==> src/rtl/csa_mul_pkg.sv <==
// Package: compile-time helpers for sizing the carry-save reduction tree.
// Assumes operand counts of at least 2.
package csa_mul_pkg;

    // Number of vectors left after one layer of 3:2 cells acts on m vectors.
    function automatic int csa_next(input int m);
        return 2 * (m / 3) + (m % 3);
    endfunction

    // Number of 3:2 layers needed to bring m vectors down to two.
    function automatic int csa_depth(input int m);
        int c;
        int d;
        c = m;
        d = 0;
        while (c > 2) begin
            c = csa_next(c);
            d = d + 1;
        end
        return d;
    endfunction

    // Number of live vectors entering layer l when the tree starts with m.
    function automatic int csa_count(input int m, input int l);
        int c;
        c = m;
        for (int i = 0; i < l; i++) c = csa_next(c);
        return c;
    endfunction

endpackage

==> src/rtl/csa_ppgen.sv <==
// Partial product generator: row i is the zero-extended multiplicand masked
// by multiplier bit i and moved up i places. Rows are packed side by side,
// each W bits wide, row 0 in the least significant slot.
// Assumes W >= 2*N so no row loses bits.
module csa_ppgen #(
    parameter int N = 8,
    parameter int W = 2 * N
) (
    input  logic [N-1:0]   a_i,
    input  logic [N-1:0]   b_i,
    output logic [N*W-1:0] rows_o
);
    localparam int PAD = W - N;

    logic [W-1:0] a_ext;

    // Widen the multiplicand once for all rows.
    assign a_ext = {{PAD{1'b0}}, a_i};

    for (genvar i = 0; i < N; i++) begin : g_row
        // Mask by the multiplier bit, then align to weight 2^i.
        assign rows_o[i*W +: W] = (a_ext & {W{b_i[i]}}) << i;
    end
endmodule

==> src/rtl/csa_cell.sv <==
// One 3:2 carry-save cell, W bits wide. The sum is the bitwise parity of the
// three inputs. The carry is the bitwise majority, moved up one place so it
// carries its true weight. The majority of the top bit falls outside W and is
// not formed. Assumes callers keep every value below 2^W.
module csa_cell #(
    parameter int W = 16
) (
    input  logic [W-1:0] x_i,
    input  logic [W-1:0] y_i,
    input  logic [W-1:0] z_i,
    output logic [W-1:0] sum_o,
    output logic [W-1:0] carry_o
);
    logic [W-2:0] maj;

    // Bitwise parity gives the saved sum.
    assign sum_o   = x_i ^ y_i ^ z_i;
    // Majority over the lower W-1 bits only; the top one would be shifted out.
    assign maj     = (x_i[W-2:0] & y_i[W-2:0]) |
                     (x_i[W-2:0] & z_i[W-2:0]) |
                     (y_i[W-2:0] & z_i[W-2:0]);
    // Carries gain one place of weight.
    assign carry_o = {maj, 1'b0};
endmodule

==> src/rtl/csa_reduce.sv <==
// Balanced carry-save reduction tree. It takes N packed rows of W bits and
// returns two W-bit vectors whose sum equals the sum of all rows modulo 2^W.
// Each layer groups live vectors in threes through csa_cell. One or two
// leftovers pass straight to the next layer. Slots past the live count are
// held at zero. Assumes N >= 2.
module csa_reduce #(
    parameter int N = 8,
    parameter int W = 2 * N
) (
    input  logic [N*W-1:0] rows_i,
    output logic [W-1:0]   sum_o,
    output logic [W-1:0]   carry_o
);
    import csa_mul_pkg::*;

    localparam int LV = csa_depth(N);

    logic [W-1:0] vec [0:LV][0:N-1];

    for (genvar i = 0; i < N; i++) begin : g_in
        // Layer 0 holds the raw partial products.
        assign vec[0][i] = rows_i[i*W +: W];
    end

    for (genvar l = 0; l < LV; l++) begin : g_lvl
        localparam int M  = csa_count(N, l);
        localparam int G  = M / 3;
        localparam int R  = M % 3;
        localparam int O2 = 2 * G;

        for (genvar k = 0; k < N; k++) begin : g_grp
            if (k < G) begin : g_cell
                logic [W-1:0] s_w;
                logic [W-1:0] c_w;
                csa_cell #(.W(W)) u_cell (
                    .x_i     (vec[l][3*k]),
                    .y_i     (vec[l][3*k+1]),
                    .z_i     (vec[l][3*k+2]),
                    .sum_o   (s_w),
                    .carry_o (c_w)
                );
                // Group k writes its sum and its carry to the next layer.
                assign vec[l+1][2*k]   = s_w;
                assign vec[l+1][2*k+1] = c_w;
            end
        end

        for (genvar o = O2; o < N; o++) begin : g_rest
            if (o < O2 + R) begin : g_pass
                // A leftover vector moves on without change.
                assign vec[l+1][o] = vec[l][3*G + (o - O2)];
            end else begin : g_zero
                // This slot carries no vector.
                assign vec[l+1][o] = '0;
            end
        end
    end

    assign sum_o   = vec[LV][0];
    assign carry_o = vec[LV][1];
endmodule

==> src/rtl/csa_cpa.sv <==
// Final carry-propagate adder on W bits, with the carry out dropped.
// PREFIX=1 builds a log-depth parallel-prefix carry network. PREFIX=0
// builds a ripple chain with fewer cells and a longer path.
module csa_cpa #(
    parameter int W      = 16,
    parameter bit PREFIX = 1'b1
) (
    input  logic [W-1:0] x_i,
    input  logic [W-1:0] y_i,
    output logic [W-1:0] sum_o
);
    logic [W-1:0] half;

    // Per-bit propagate term, shared by both variants.
    assign half = x_i ^ y_i;

    if (PREFIX) begin : g_prefix
        logic [W-1:0] gen;
        logic [W-1:0] prp;
        logic [W-1:0] gen_n;
        logic [W-1:0] prp_n;

        // Combine generate and propagate spans of doubling distance.
        always_comb begin
            gen   = x_i & y_i;
            prp   = half;
            gen_n = gen;
            prp_n = prp;
            for (int d = 1; d < W; d = d * 2) begin
                gen_n = gen;
                prp_n = prp;
                for (int i = 0; i < W; i++) begin
                    if (i >= d) begin
                        gen_n[i] = gen[i] | (prp[i] & gen[i-d]);
                        prp_n[i] = prp[i] & prp[i-d];
                    end
                end
                gen = gen_n;
                prp = prp_n;
            end
        end

        // The carry into bit i is the group generate of bits below it.
        assign sum_o = half ^ {gen[W-2:0], 1'b0};
    end else begin : g_ripple
        logic cy;

        // Pass one carry up through the bits in turn.
        always_comb begin
            cy    = 1'b0;
            sum_o = '0;
            for (int i = 0; i < W; i++) begin
                sum_o[i] = half[i] ^ cy;
                cy       = (x_i[i] & y_i[i]) | (cy & half[i]);
            end
        end
    end
endmodule

==> src/rtl/csa_tree_mul.sv <==
// Unsigned N x N multiplier. Partial products come from masking, a 3:2
// carry-save tree merges them, and one carry-propagate adder forms the 2N-bit
// result. OUT_REG=1 adds a result register with synchronous active-low reset.
// Assumes N >= 2 and unsigned operands.
module csa_tree_mul #(
    parameter int N          = 8,
    parameter bit OUT_REG    = 1'b1,
    parameter bit PREFIX_CPA = 1'b1
) (
    input  logic           clk,
    input  logic           rst_n,
    input  logic [N-1:0]   a_i,
    input  logic [N-1:0]   b_i,
    output logic [2*N-1:0] product_o
);
    localparam int W = 2 * N;

    logic [N*W-1:0] rows;
    logic [W-1:0]   tree_sum;
    logic [W-1:0]   tree_carry;
    logic [W-1:0]   prod_comb;

    csa_ppgen #(.N(N), .W(W)) u_pp (
        .a_i    (a_i),
        .b_i    (b_i),
        .rows_o (rows)
    );

    csa_reduce #(.N(N), .W(W)) u_tree (
        .rows_i  (rows),
        .sum_o   (tree_sum),
        .carry_o (tree_carry)
    );

    csa_cpa #(.W(W), .PREFIX(PREFIX_CPA)) u_cpa (
        .x_i   (tree_sum),
        .y_i   (tree_carry),
        .sum_o (prod_comb)
    );

    if (OUT_REG) begin : g_reg
        logic [W-1:0] prod_q;

        // Capture the product each cycle; clear it while reset is held.
        always_ff @(posedge clk) begin
            if (!rst_n) prod_q <= '0;
            else        prod_q <= prod_comb;
        end

        assign product_o = prod_q;
    end else begin : g_comb
        assign product_o = prod_comb;
    end
endmodule

==> config.mk <==
export PLATFORM = sky130hd
export DESIGN_NAME = csa_tree_mul
export DESIGN_NICKNAME = d
export VERILOG_FILES = /design/src/rtl/csa_mul_pkg.sv /design/src/rtl/csa_ppgen.sv /design/src/rtl/csa_cell.sv /design/src/rtl/csa_reduce.sv /design/src/rtl/csa_cpa.sv /design/src/rtl/csa_tree_mul.sv
export SDC_FILE = /design/constraint.sdc
export NUM_CORES = 1
export LEC_CHECK = 0
export ABC_AREA = 1
export ABC_CLOCK_PERIOD_IN_PS = 6400
export BUFFER_PORTS_ARGS = -buffer_cell sky130_fd_sc_hd__buf_2
export CAP_MARGIN = 40
export CORE_MARGIN = 8
export CORE_UTILIZATION = 53
export CTS_CLUSTER_DIAMETER = 80
export DETAILED_ROUTE_END_ITERATION = 6
export PLACE_DENSITY = 0.74
export SYNTH_ARGS = -nofsm -noshare
export SYNTH_HDL_FRONTEND = slang
export SYNTH_SLANG_ARGS = --single-unit
==> constraint.sdc <==
create_clock -name clk -period 6.4 [get_ports clk]
set_input_delay 1.6 -clock clk [delete_from_list [all_inputs] [get_ports clk]]
set_output_delay 1.6 -clock clk [all_outputs]
set_load 0.02 [all_outputs]
**Word level (Yosys, flattened, before mapping)**

Index checks and enable logic that the tools add are counted.
Widths: inputs -> output; s select.

- Flip-flop bits (word level): 16
- Input bits: 18
- Output and inout port bits: 16
- Word-level logic and storage cells: 175

- Bitwise operators: 174

Operators by type and width:

| kind | count |
|---|---|
| $and 15x15->15 | 19 |
| $xor 16x16->16 | 14 |
| $or 15x15->15 | 12 |
| $and 1x1->1 | 76 |
| $or 1x1->1 | 45 |
| $and 8x16->16 | 1 |
| $and 8x15->15 | 1 |
| $and 8x14->14 | 1 |
| $and 8x13->13 | 1 |
| $and 8x12->12 | 1 |
| $and 8x11->11 | 1 |
| $and 8x10->10 | 1 |
| $and 8x9->9 | 1 |

**Longest topological paths before layout**

Gate-level depths: netlist of run 1.

- Word-level depth: 22
- Depth in mapped cells: 19
- Depth with buffers taken out: 18

**By module**

From an unflattened synthesis of run 1, not the netlist that was laid out.

- Cell total of the unflattened synthesis: 594
- Area, all modules: 4543.1 µm²

By module, submodules not included:

| module | instances | cells each | area each (µm²) | sequential area each (µm²) |
|---|---|---|---|---|
| csa_cell | 6 | 26 | 346.6 | 0.0 |
| csa_ppgen | 1 | 209 | 1044.8 | 0.0 |
| csa_cpa | 1 | 179 | 934.6 | 0.0 |
| csa_tree_mul | 1 | 50 | 484.2 | 320.3 |

**Worst setup path before layout of run 1**

OpenSTA, ideal clock, no wires.

- Path type: input to register
- Start: input port b_i[5]
- End: register g_reg.prod_q[11] (netlist: product_o[11])
- Setup time: 0.113 ns
- Data arrival time: 4.879 ns
- Data required time: 6.287 ns
- Setup slack: 1.409 ns
- Cell stages on the path: 15
- Buffers on the path: 1
- Cell sequence: clkbuf_1 -> nand2_1 -> inv_1 -> fa_1 -> inv_1 -> fa_1 -> fa_1 -> inv_1 -> fa_1 -> ha_1 -> or2_1 -> nand2_2 -> o21ai_1 -> nor2_1 -> nor2_1

- Word-level cells in the longest chain between the ends: 20
- Elaborated cells between the ends (all ways): 54
- Those cells by class: 54 x bitwise

RTL lines:

| element | line | RTL |
|---|---|---|
| start: declaration | csa_tree_mul.sv:13 | `input logic [N-1:0] b_i,` |
| $and 8x11->11 (*) | csa_ppgen.sv:22 | `assign rows_o[i*W +: W] = (a_ext & {W{b_i[i]}}) << i;` |
| $and 15x15->15 | csa_cell.sv:20 | `(x_i[W-2:0] & z_i[W-2:0]) \|` |
| $or 15x15->15 | csa_cell.sv:19 | `assign maj = (x_i[W-2:0] & y_i[W-2:0]) \|` |
| $or 15x15->15 | csa_cell.sv:20 |  |
| $xor 16x16->16 (2 in a row) | csa_cell.sv:17 | `assign sum_o = x_i ^ y_i ^ z_i;` |
| $and 15x15->15 | csa_cell.sv:20 |  |
| $or 15x15->15 | csa_cell.sv:19 |  |
| $or 15x15->15 | csa_cell.sv:20 |  |
| $and 15x15->15 | csa_cell.sv:19 |  |
| $or 15x15->15 | csa_cell.sv:19 |  |
| $or 15x15->15 | csa_cell.sv:20 |  |
| $xor 16x16->16 | csa_cpa.sv:15 | `assign half = x_i ^ y_i;` |
| $and 1x1->1 | csa_cpa.sv:34 | `gen_n[i] = gen[i] \| (prp[i] & gen[i-d]);` |
| $or 1x1->1 | csa_cpa.sv:34 |  |
| $and 1x1->1 | csa_cpa.sv:34 |  |
| $or 1x1->1 (3 in a row) | csa_cpa.sv:34 |  |
| $xor 16x16->16 (*) | csa_cpa.sv:44 | `assign sum_o = half ^ {gen[W-2:0], 1'b0};` |
| end signal: assignment | csa_tree_mul.sv:47 | `else prod_q <= prod_comb;` |
| end: declaration | csa_tree_mul.sv:42 | `logic [W-1:0] prod_q;` |

Every way passes the cells marked *; elsewhere a longest branch is shown, timed or not.
A chain may end at the register's enable or synchronous reset.

**Worst setup path in the final report of run 1**

- Start: input port b_i[5]
- End: register g_reg.prod_q[14] (netlist: product_o[14])

- Word-level cells in the longest chain between the ends: 20
- Elaborated cells between the ends (all ways): 65
- Those cells by class: 65 x bitwise

RTL lines:

| element | line |
|---|---|
| $and 8x11->11 (*) | csa_ppgen.sv:22 |
| $and 15x15->15 | csa_cell.sv:20 |
| $or 15x15->15 | csa_cell.sv:19 |
| $or 15x15->15 | csa_cell.sv:20 |
| $xor 16x16->16 (2 in a row) | csa_cell.sv:17 |
| $and 15x15->15 | csa_cell.sv:20 |
| $or 15x15->15 | csa_cell.sv:19 |
| $or 15x15->15 | csa_cell.sv:20 |
| [2 not listed] | n/a |
| $or 15x15->15 or $xor 16x16->16 (tied branches) | csa_cell.sv:20, csa_cpa.sv:15 |
| $xor 16x16->16, or another cell as far along | csa_cpa.sv:15 |
| $and 1x1->1, or another cell as far along | csa_cpa.sv:34 |
| $or 1x1->1 or $and 1x1->1 (tied branches) | csa_cpa.sv:34 |
| $and 1x1->1 or $or 1x1->1 (tied branches) | csa_cpa.sv:34 |
| $or 1x1->1 or $and 1x1->1 (tied branches) | csa_cpa.sv:34 |
| $or 1x1->1 (2 in a row) | csa_cpa.sv:34 |
| $xor 16x16->16 (*) | csa_cpa.sv:44 |

Marks and branches as above.

==> metrics, run 1 <==
Syn Area/Cell 7.052 µm²; drt initial violations 111; Clock Pin Slew Worst Setup and Hold Paths 0.06 ns; Ant. Diodes 0; Mapped Cells 352; final core occ 58.51%; Clk pwr share roughly 12%; initial core utilization 53.62%; slowest cell on the critical path fa_1; Mapped Nets 434; initial antenna violation count 0; row cnt 25; Avg Vias per Cell 4.857; setup TNS 0 ns; part of the power in registers 17.6%; count of cell types in the netlist 20; CP cell instances buf_2 -> nand2_1 -> inv_1 -> fa_1 -> inv_1 -> fa_1 -> fa_1 -> inv_1 -> fa_1 -> ha_1 -> nand2_1 -> nor2_1 -> nand3_1 -> nand3_1 -> nand2_1 -> clkinv_1 -> nor2_1; P_leak between 1.5 and 2 nW; wire per inst 12.34 µm; Hold Path Depth 3; Worst Setup SP b_i[5]; Post-Synth Simple-Gate Area 23.59%; GR Util met3 between 3 and 4%; die width roughly 84 µm; Die Y 84.44 µm; IO Pins 34; slowest stage delay, CP roughly 0.53 ns; Pre-antenna DRT Iters 4; Worst Setup EP product_o[14]; #FFs+latches synth 16; RePlAce Congestion 0.9048; WP data required approximately 6.6 ns; CTS tree done; global routing usage on met2 30.66%; Core Area 4629 µm²; clk buf depth 2; Final Setup Violations 0; CTS Buf Count 3; largest family of logic cells by synthesized area adder cells; crit path launch type input port; post-route ant nets 0; hold_buf cts 0; IO buf count 33; via count 2074; Routed WL 5270 µm; Max Fclk 0.2026 GHz; Gate power share a little under three quarters; critical path class input port to flop; adder-cell share of the synthesized area 44.05%; H-tree levels 1; clk sinks 16; total grt overflow 0; Slew HR 80.23%; vias in the first global route 2211; Seq/Total Area, Yosys 12.90%; Slew Viols, Final 0; leading area contributor after synthesis fa_1; DRC Markers 0; Cell Pwr Density 286.4 nW/µm²; Yosys top cell area share 31.45%; final hold violations 0; crit-path most repeated cell fa_1; first-pass GRT wire length 9528 µm; CTS root buffer clkbuf_8; cell-internal power 0.3846 mW; Worst VDD drop 0.1346 mV; synth warn 0; final worst-path cycle share 77.13%; synth-to-layout area growth 9.123%; xor-xnor portion of the synthesized cell area 0%; switch share between 50 and 60%; Critical Path AT 5.09 ns; detailed placement HPWL 4438 µm; status complete, no violations; largest net degree at the start of global routing 17; top cells by area, synth fa_1, nand2_1, inv_1, dfxtp_1, ha_1; maximum capacitance violations 0; unrepaired setup endpoints after global routing no; layout cells sized above 1 between 10% and 20%; crit path time final 4.936 ns; met1 usage 17.87%; post-CTS resize count 0; GR peak layer met2; Die Area 7129 µm²; Hold Crit Class input port to flop; setup bufs post-CTS 0; gr usage total 16.15%; Synth Area in Compound Gates under 10%; max reg flops 16; crit end category flop; multiplexer share of the synthesized area 0%; Worst Path Max Fanout 8; final net count 456; synthesized cell area 2482 µm²; Net Sw Power 0.3912 mW; Worst Tran Pin Value 0.2965 ns
==> Yosys cell counts (all sizes together) <==
library cell and instances:
and3 1, buf 1, or2 1, clkinv 1, a21oi 7, nand4 2, clkbuf 15, o21ai 3
ha 25, fa 39, nand3 9, inv 98, nor2 21, nand2 113, dfxtp 16
==> metrics by stage <==
step,hold slack (ns),cell area [µm²],worst slack [ns],instances,power (mW)
after floorplan,1.720,2482,1.409,352,0.5579
after global placement,1.972,2654,1.273,423,0.6722
after global routing,1.731,2709,1.274,427,0.8758
after detailed placement,1.976,2654,1.206,423,0.6917
final,1.717,2709,1.464,427,0.7758
after CTS,1.712,2709,1.476,427,0.7850
==> worst min-delay path by stage <==
| stage | start | end | slack [ns] |
|---|---|---|---|
| after floorplan | rst_n | product_o[10] | 1.72 |
| after global placement | rst_n | product_o[3] | 1.97 |
| after detailed placement | rst_n | product_o[3] | 1.98 |
| after CTS | rst_n | product_o[6] | 1.71 |
| after global routing | rst_n | product_o[14] | 1.73 |
| final | rst_n | product_o[6] | 1.72 |
==> worst max-delay path, delay by kind of cell <==
kind                       cells  cell delay, ns
buffers and inverters          5            0.37
adders and majority gates      5            2.34
and+or+nand+nor                7            0.78
==> cell usage in the layout (no fill, tap or decap), types with 4 or more instances in the layout <==
master and count:
ha_1 25, inv_1 96, buf_2 33, nand3_1 8
dfxtp_1 16, fa_1 39, nor2_1 19, a21oi_1 7
nand2_1 112, clkbuf_8 4
==> cells by family (layout without fill, tap and decap cells) <==
kind of cell | after synthesis | in the layout
compound gates | 10 | 10
fa+ha+maj | 64 | 64
buf+inv | 115 | 136
flops | 16 | 16
simple gates | 147 | 147
==> power groups by stage <==
stage	registers [mW]	clock network (mW)	logic, mW
after floorplan	0.178	0	0.379
after global placement	0.138	0	0.534
after detailed placement	0.139	0	0.553
after CTS	0.137	0.0911	0.557
after global routing	0.140	0.0965	0.640
final	0.137	0.0891	0.550
==> per-layer routing <==
layer  wire [µm]  vias up  part of all wire, %
met5           0        -                    0
met4          47        0                 0.89
met3         207        6                  3.9
met2        2871       34                   54
met1        2144     1000                   41
li1            -     1034                    -
==> area by class of cell <==
| class | instances | area, µm² |
|---|---|---|
| clock buffer | 4 | 55.05 |
| fill | 433 | 1921 |
| inverter | 99 | 371.6 |
| multi-input combinational | 221 | 1729 |
| sequential | 16 | 320.3 |
| tap | 54 | 67.56 |
| timing repair buffer | 33 | 165.2 |
No activity file was read; power rests on OpenSTA's default activity.
==> run 2: changes to the inputs <==
- ABC_CLOCK_PERIOD_IN_PS: 6400 -> 4400
- PLACE_DENSITY: 0.74 -> 0.77
- clock period: 6.4 -> 4.4 ns (I/O delays scaled with it)
==> run 2 against run 1 <==
Total power up 69%. Combinational power up 79%. Flip-flop and latch count is the same. Largest cell class unchanged. Highest routed layer unchanged.
==> metrics, run 2 (synthesis gave the netlist of run 1 again) <==
maximum capacitance violations 0; slowest cell on the critical path fa_1; Pre-antenna DRT Iters 6; final worst-path cycle share 97.84%; kind of cell adding the most delay to the critical path adder cells; Routed WL 5422 µm; max reg flops 16; synth-to-layout area growth 19.51%; slowest stage delay, CP 0.56 ns; crit end category flop; setup TNS 0 ns; Hold Crit Class input port to flop; largest net degree at the start of global routing 17; RePlAce Congestion around 0.88; IO buf count 33; Critical Path AT 4.45 ns; Ant. Diodes 0; drt initial violations 112; most frequent cells in the layout nand2_1, inv_1, fa_1; via count 2176; layout cells sized above 1 19.60%; final core occ 64.08%; leading cell type in the layout, fill and taps excluded nand2_1; CP cell instances buf_2 -> nand2_1 -> inv_1 -> fa_1 -> inv_1 -> fa_1 -> fa_1 -> fa_1 -> inv_1 -> ha_4 -> nand2_1 -> nand3_2 -> nand2_2 -> o21ai_1 -> nand2_1 -> nand2_1 -> nor2_1; detailed placement HPWL 4612 µm; die width 84.44 µm; post-CTS resize count 0; H-tree levels 1; CTS Buf Count 3; Slew HR 82.31%; critical path class input port to flop; Worst Path Max Fanout 7; Min Hold Slack 1.197 ns; Post-Layout Cell Count 452; clk buf depth 2; wire per inst 12.00 µm; clk sinks 16; crit path launch type input port; Max Fclk 0.2323 GHz; CTS root buffer clkbuf_8; post-route design area 2967 µm²; final net count between 400 and 500; unrepaired setup endpoints after global routing yes; Core Area 4629 µm²; Buf+Inv Stages, Crit Path 4; vias in the first global route 2383; Slew Viols, Final 0; setup bufs post-CTS 0; Die Area roughly 7100 µm²; initial core utilization 53.62%; status complete, no violations; initial antenna violation count 0; DRC Markers 0; final hold violations 0; dpl cell area around 2900 µm²; post-route ant nets 0; total grt overflow 0; P_leak 1.944 nW; Fillers between 400 and 500; Final Setup Violations 0; hold_buf cts 0; total placed cells including tap cells ~450; crit path time final 4.305 ns; IO Pins 34; first-pass GRT wire length 9791 µm; Worst Tran Pin Value 0.2654 ns; Clock Pin Slew Worst Setup and Hold Paths 0.06 ns; Die Y 84.44 µm; Avg Vias per Cell 4.814; row cnt 25; WP data required 4.54 ns; CTS tree done; Cell Pwr Density 441.3 nW/µm²; Worst VDD drop around 0.24 mV; gr usage total 16.45%
run 2: final timing paths:
kind,from,endpoint,slack [ns],depth (start not counted)
setup / recovery,a_i[4],product_o[11],0.1,17
hold / removal,rst_n,product_o[6],1.20,3
run 2: metrics by stage:
step	worst slack, ns	power [mW]
6_report	0.09512	1.309
5_1_grt	-0.05087	1.452
4_1_cts	0.07563	1.236
3_5_place_dp	-0.1752	1.103
3_3_place_gp	-0.1239	1.072
2_1_floorplan	0.009111	0.8507
run 2: cell type report:
cell class / count / area, µm² / share of cell area (%)
flip-flops and latches: 16 / 320.3 / 10.80
inverters: 99 / 371.6 / 12.53
clock buffers: 4 / 55.05 / 1.856
well taps: 54 / 67.56 / 2.278
repair buffers: 58 / 355.3 / 11.98
multi-input cells: 221 / 1797 / 60.56
run 2: report_power, final:
part           switching, mW  internal (mW)  total, mW
clock network         0.0472         0.0793      0.127
registers            0.00916          0.190      0.199
logic                  0.556          0.428      0.984
total                  0.612          0.697       1.31
run 2: layer usage:
layer	GRT usage [%]	up-vias	share of wire, %
li1	-	1085	-
met5	0	-	0
met3	3.902	2	6.3
met4	2.265	0	0.50
met1	18.43	1022	39
met2	31.09	67	54
